File: src/rtl/agu_index.sv
module agu_index #(
  parameter int AW = 32,
  parameter int IW = 12,
  parameter int SW = 5
) (
  input  logic          clk,
  input  logic          rst_n,
  input  logic          req_valid,
  input  logic [AW-1:0] base,
  input  logic          use_reg,
  input  logic [IW-1:0] imm12,
  input  logic [AW-1:0] roff,
  input  logic [SW-1:0] shamt,
  input  logic          up,
  input  logic          pre,
  input  logic          wback,
  output logic          rsp_valid,
  output logic [AW-1:0] mem_addr,
  output logic [AW-1:0] base_next,
  output logic          base_we
);
  localparam int ZW = AW - IW;

  logic [AW-1:0] shifted, offset, sum;

  assign shifted = roff << shamt;
  assign offset  = use_reg ? shifted : {{ZW{1'b0}}, imm12};
  assign sum     = up ? base + offset : base - offset;

  always_ff @(posedge clk) begin
    if (!rst_n) begin
      rsp_valid <= 1'b0;
      base_we   <= 1'b0;
      mem_addr  <= '0;
      base_next <= '0;
    end else begin
      rsp_valid <= req_valid;
      base_we   <= req_valid & (~pre | wback);
      if (req_valid) begin
        mem_addr  <= pre ? sum : base;
        base_next <= sum;
      end
    end
  end
endmodule

File: config.mk
export PLATFORM = sky130hd
export DESIGN_NAME = agu_index
export DESIGN_NICKNAME = d
export VERILOG_FILES = /design/src/rtl/agu_index.sv
export SDC_FILE = /design/constraint.sdc
export NUM_CORES = 1
export LEC_CHECK = 0
export ABC_AREA = 1
export BUFFER_PORTS_ARGS = -buffer_cell sky130_fd_sc_hd__buf_2
export CAP_MARGIN = 20
export CORE_AREA = 2 2 135 137
export CTS_CLUSTER_DIAMETER = 30
export DETAILED_ROUTE_END_ITERATION = 7
export DIE_AREA = 0 0 137 139
export HOLD_SLACK_MARGIN = 0.03
export SETUP_SLACK_MARGIN = 0.05
export SLEW_MARGIN = 20
export SYNTH_ARGS = -nofsm -noshare
export SYNTH_HDL_FRONTEND = slang
export SYNTH_SLANG_ARGS = --single-unit
File: constraint.sdc
create_clock -name clk -period 4.8 [get_ports clk]
set_input_delay 0.96 -clock clk [delete_from_list [all_inputs] [get_ports clk]]
set_output_delay 0.96 -clock clk [all_outputs]
set_load 0.01 [all_outputs]
==> results of run 1 <==
worst max-delay path by stage:
stage,slack (ns),cells after the start,endpoint
final,0.27,35,mem_addr[31]
after global routing,-0.04,35,mem_addr[31]
after global placement,-0.37,32,base_next[31]
after detailed placement,-0.35,32,mem_addr[31]
after floorplan,0.53,22,mem_addr[20]
after CTS,0.09,36,base_next[31]
critical path: cells and delay by family:
| family | cells | cell delay, ns |
|---|---|---|
| AO/OA/AOI/OAI | 2 | 0.25 |
| XOR/XNOR | 1 | 0.17 |
| adder cells (fa/ha/maj) | 1 | 0.34 |
| buffers and inverters | 4 | 0.50 |
| AND/OR/NAND/NOR | 27 | 2.57 |
per-stage QoR:
stage          util [%]  hold slack, ns  instances  setup slack [ns]  setup TNS [ns]
2_1_floorplan         -          0.4900       1161            0.5283               0
3_3_place_gp      49.67          0.4489       1624           -0.3749          -2.152
3_5_place_dp      49.67          0.4522       1624           -0.3479          -1.993
4_1_cts           51.69          0.4620       1640           0.08797               0
5_1_grt           53.98          0.4868       1652          -0.03558        -0.03558
6_report          53.99          0.4622       1653            0.2749               0
registers in the layout, indices dropped and copies added (netlist names):
| register | count |
|---|---|
| base_next | 32 |
| base_we | 1 |
| mem_addr | 32 |
| rsp_valid | 1 |
what timing repair did:
item	in CTS	in global routing
endpoints found under the hold margin	0	0
resized for setup	2	82
gates cloned	0	1
pin swaps	0	24
buffers inserted	0	11
endpoints found under the setup margin	2	27
final cells by class:
type / instances / area [um2] / share of cell area, %
Antenna cell: 1 / 2.502 / 0.02625
Clock buffer: 9 / 225.2 / 2.363
Clock inverter: 7 / 123.9 / 1.299
Inverter: 106 / 406.6 / 4.266
Multi-Input combinational cell: 932 / 5216 / 54.72
Sequential cell: 66 / 1321 / 13.86
Tap cell: 229 / 286.5 / 3.006
Timing Repair Buffer: 303 / 1951 / 20.46
where the power goes:
part / internal, W / switching [W]
Sequential: 0.000612 / 0.0000321
Clock: 0.000512 / 0.000277
Combinational: 0.000604 / 0.000811
cell families after synthesis:
logic type,count (synthesis),share of synthesized area (%)
xor gates and xnor gates,46,5.823
adders and majority gates,35,6.438
and+or+nand+nor,654,42.04
buffers and inverters,163,9.584
DFF,66,19.10
AOI/OAI and AO/OA,197,17.02
per-layer routing:
metal  global-route usage [%]  share of wire (%)  up-vias
met3                    3.801                5.2       29
met1                    37.36                 47     3965
met2                    42.68                 46      269
li1                         -                  -     4444
met4                    6.674                1.6        0
met5                        0                  0        -
cell usage in the layout (no fill, tap or decap), types with 4 or more instances in the layout:
master | netlist | layout
inv_1 | 97 | 96
nand3_1 | 237 | 219
nor2_2 | 10 | 13
o21ai_0 | 36 | 33
xnor2_1 | 22 | 19
a21oi_1 | 83 | 73
a21o_1 | 5 | 5
o21ai_1 | 7 | 8
nor3_1 | 6 | 4
xor2_1 | 24 | 23
nand2_1 | 282 | 260
clkbuf_16 | 0 | 10
nor2_1 | 85 | 80
ha_1 | 34 | 33
buf_4 | 4 | 145
nand3b_1 | 6 | 6
buf_2 | 11 | 151
nand3_2 | 6 | 23
a21oi_2 | 0 | 10
dfxtp_1 | 66 | 66
inv_2 | 6 | 5
nand4_1 | 7 | 7
nand2_2 | 6 | 27
o211ai_1 | 47 | 47
==> metrics.cfg, run 1 <==
[logic_synthesis]
syn_area_mm2 = 0.006919
yosysTopAreaCellShare_pct = 19.10
ys_warn_count = 0
synth_cell_types = 42
postSynthCellCount = 1161
yosys_register_bits = 66
seq_area_frac_synth_pct = 19.10
synth_ff_type = dfxtp_1
yosys.area.top_type = dfxtp_1
ys_top_cells_by_count = 282 x nand2_1, 237 x nand3_1, 97 x inv_1, 85 x nor2_1, 83 x a21oi_1
synth_nets = 1284
synthMostInstantiatedCell = nand2_1
syn_avg_cell_area_um2 = 5.960
synth_edf_count = 0
synth_area_leaders = dfxtp_1 19%, nand3_1 17%, nand2_1 15%
synthArstFlopShare_pct = 0

[sta]
setup_viol_count_final = 0
finalHoldViolations = 0
rsz0062_at_grt = true
slew-limit-headroom_pct = 45.22
finalCriticalPeriod_ns = 4.525
max_freq_mhz = 221.0
fin_crit_sh_pct = 94.27
fin_skew_ns = 0
worst_pin_slew_ns = 0.8205
maxSlewViolCount = 0

[grt]
grt_max_degree = 83
grt_pass1_vias = 8003
gr-total-overflow = 0
track_usage_pct = 26.65
antenna_found_initial = 0
grt_pass1_wl_um = 40540

[finish]
syn2layout_area_growth_pct = 37.78
fillers = 1893
drive_gt1_share_pct = 29.59
fin_nets = 1541
design_area_mm2 = 0.009533

[detailed_routing]
detail-route-antenna-nets = 0
drc = 0
wl_per_cell_um = 15.60
dr.first_iter.drc_count = 644
viasPerCell = 5.267
wirelength_um = 25780
num_vias = 8707
first_pass_iters = 5

[place]
gp_congestion = 0.9791
numPortBuffers = 153
hpwlAfterDp_um = 20710
placed_area_mm2 = 0.008770

[power_and_ir_drop]
vdd_drop_max_v = 0.0002222
finalPower_w = 0.002848
powerDensity_mw_per_mm2 = 298.8
p_leak_nw = 4.943

[worst_hold_path]
hold_depth = 2
hp-class = reg2reg
hp-start = mem_addr[3]
whs_endpoint = mem_addr[3]

[run]
maxCapViolations = 0

[clock_network]
cts-root-buf = clkbuf_16
clock_path_buffers = 2
cts_tree = built
cts_max_level = 3
clock_latency_ns = 0.34
cts_buffers = 9
ctsHoldBuffers = 0
cts_sinks = 66
path_clk_slew_ns = 0.06

[worst_setup_path]
slowest_delay_ns = 0.34
critical_path_class = in2reg
worstPathMaxFanout = 5
end_kind = flip-flop
r2r-end = base_next[29]
crit_path_top_delay_cell = ha_1
r2r_cells = 4
cpMostUsedCell = nand2_2
cp-start-kind = primary input
cp.required_ns = 5.07
worstPathArrival_ns = 4.79
r2r_setup_slack_ns = 4.08
crit_start = shamt[0]
rr_startpoint = base_next[29]

[floorplan]
io_pins = 154
die_h_um = 139
row_count = 49
core_mm2 = 0.01766
initial_core_util_pct = 39.19
die_area_mm2 = 0.01904
fp.dieW_um = 137

[status]
status = complete, no violations

No activity file was read; power rests on OpenSTA's default activity.
==> run 2, diff against run 1 <==
Settings changed: CORE_AREA 2 2 135 137 to 2 2 124 150, DIE_AREA 0 0 137 139 to 0 0 126 152.
==> metrics.cfg, run 2 (synthesis results as in run 1) <==
[status]
status = complete, no violations

[floorplan]
fp.dieW_um = 126
core_mm2 = 0.01784
io_pins = 154
row_count = 54
die_h_um = 152
initial_core_util_pct = 38.79
die_area_mm2 = 0.01915

[sta]
max_freq_mhz = 225.4
fin_skew_ns = 0
setup_viol_count_final = 0
worst_pin_slew_ns = 0.8012
rsz0062_at_grt = false
slew-limit-headroom_pct = 46.51
maxSlewViolCount = 0
finalHoldViolations = 0
fin_crit_sh_pct = 92.44
fin_ws_ns = 0.3627
fin_hold_ws_ns = 0.4599
finalCriticalPeriod_ns = 4.437

[grt]
grt_pass1_vias = 7506
grt_pass1_wl_um = 36820
track_usage_pct = 23.10
antenna_found_initial = 0
gr-total-overflow = 0
grt_max_degree = 47

[detailed_routing]
dr.first_iter.drc_count = 467
top_layer_used = met4
viasPerCell = 5.284
num_vias = 8274
wl_per_cell_um = 14.67
wl_met1_um = 10340
detail-route-antenna-nets = 0
wirelength_um = 22970
dr_wl_met2_um = 11050
met3WireLength_um = 961
drc = 0
first_pass_iters = 5

[power_and_ir_drop]
vdd_drop_max_v = 0.0001748
switching_share_pct = 38.40
switchingPower_w = 0.001019
p_leak_nw = 4.525
p_int_w = 0.001635
seq_power_share_pct = 24.4
p_clk_share_pct = 29.0
powerDensity_mw_per_mm2 = 301.5
combPwrFrac_pct = 46.7

[finish]
syn2layout_area_growth_pct = 27.20
n_antenna_cell = 0
design_area_mm2 = 0.008801
final_common_cell = nand2_1
reg_top3 = base_next x32, mem_addr x32
drive_gt1_share_pct = 22.80
final_cell_mix = 274 x nand2_1, 229 x nand3_1, 152 x buf_2
fin_nets = 1460

[place]
place_ws_ns = -0.1124
gp_congestion = 0.9403
hpwlAfterDp_um = 18660
placed_area_mm2 = 0.008173
numPortBuffers = 153

[clock_network]
clock_latency_ns = 0.33
cts_tree = built
clock_path_buffers = 2
cts_max_level = 3
cts_sinks = 66
path_clk_slew_ns = 0.06
cts_buffers = 9
cts-root-buf = clkbuf_16
ctsHoldBuffers = 0

[worst_setup_path]
worstPathArrival_ns = 4.64
worstPathMaxFanout = 7
critical_path_class = in2reg
end_kind = flip-flop
cpMostUsedCell = nand2_1
slowest_delay_ns = 0.34
r2r_setup_slack_ns = 4.09
cp-start-kind = primary input
cp.required_ns = 5.00
crit_path_top_delay_cell = a21oi_1

[worst_hold_path]
hp-class = reg2reg

[run]
maxCapViolations = 0

run 2: cell count changes in the layout (fill, tap and decap cells not counted), moves of 4 or more:
cell     before  now
buf_4       145   63
a21oi_1      73   77
nand3_1     219  229
nand2_1     260  274
nand3_2      23   14
nand2_2      27   14
a21oi_2      10    6
run 2: layer usage:
layer	GRT usage, %	vias up
met1	30.18	3717
met4	7.640	0
met2	40.04	236
met5	0	-
li1	-	4289
met3	1.866	32
run 2: final cells by class:
cell class,instances,area [um2]
fillers,2007,9036
multi-input cells,932,5080
repair buffers,222,1361
flip-flops and latches,66,1321
inverters,106,406.6
well taps,224,280.3
clock buffers,10,239.0
clock inverters,6,112.6
run 2: critical path, delay by kind of cell:
kind,cells,cell delay (ns)
AOI/OAI and AO/OA,7,1.14
adders and majority gates,1,0.33
buffers and inverters,5,0.51
xor gates and xnor gates,1,0.17
and+or+nand+nor,14,1.51
run 2: final timing paths:
check | start | end | depth (start not counted)
worst max register to register | base_next[17] | base_next[17] | 4
worst max-delay path | shamt[0] | mem_addr[30] | 28
worst min register to register | mem_addr[14] | mem_addr[14] | 2
worst min-delay path | mem_addr[14] | mem_addr[14] | 2
run 2: repair_timing:
action,4_1_cts,5_1_grt
resized for setup,0,43
setup endpoints to repair,0,21
setup buffers,0,12
hold endpoints to repair,0,0
run 2: stage by stage:
stage,std cells,utilization [%],power (W),setup TNS (ns)
global route,1566,49.34,0.002846,0
finish,1566,49.34,0.002654,0
detailed placement,1537,45.82,0.001829,-0.3624
global placement,1537,45.82,0.001827,-0.2029
floorplan,1161,-,0.001443,0
CTS,1553,47.79,0.002603,0
run 2: power groups by stage:
| stage | Sequential [W] | Clock (W) | Combinational [W] |
|---|---|---|---|
| global route | 0.000655 | 0.000804 | 0.00139 |
| detailed placement | 0.000658 | 0 | 0.00117 |
| CTS | 0.000647 | 0.000779 | 0.00118 |
| global placement | 0.000658 | 0 | 0.00117 |
| finish | 0.000647 | 0.000769 | 0.00124 |
| floorplan | 0.000684 | 0 | 0.000759 |
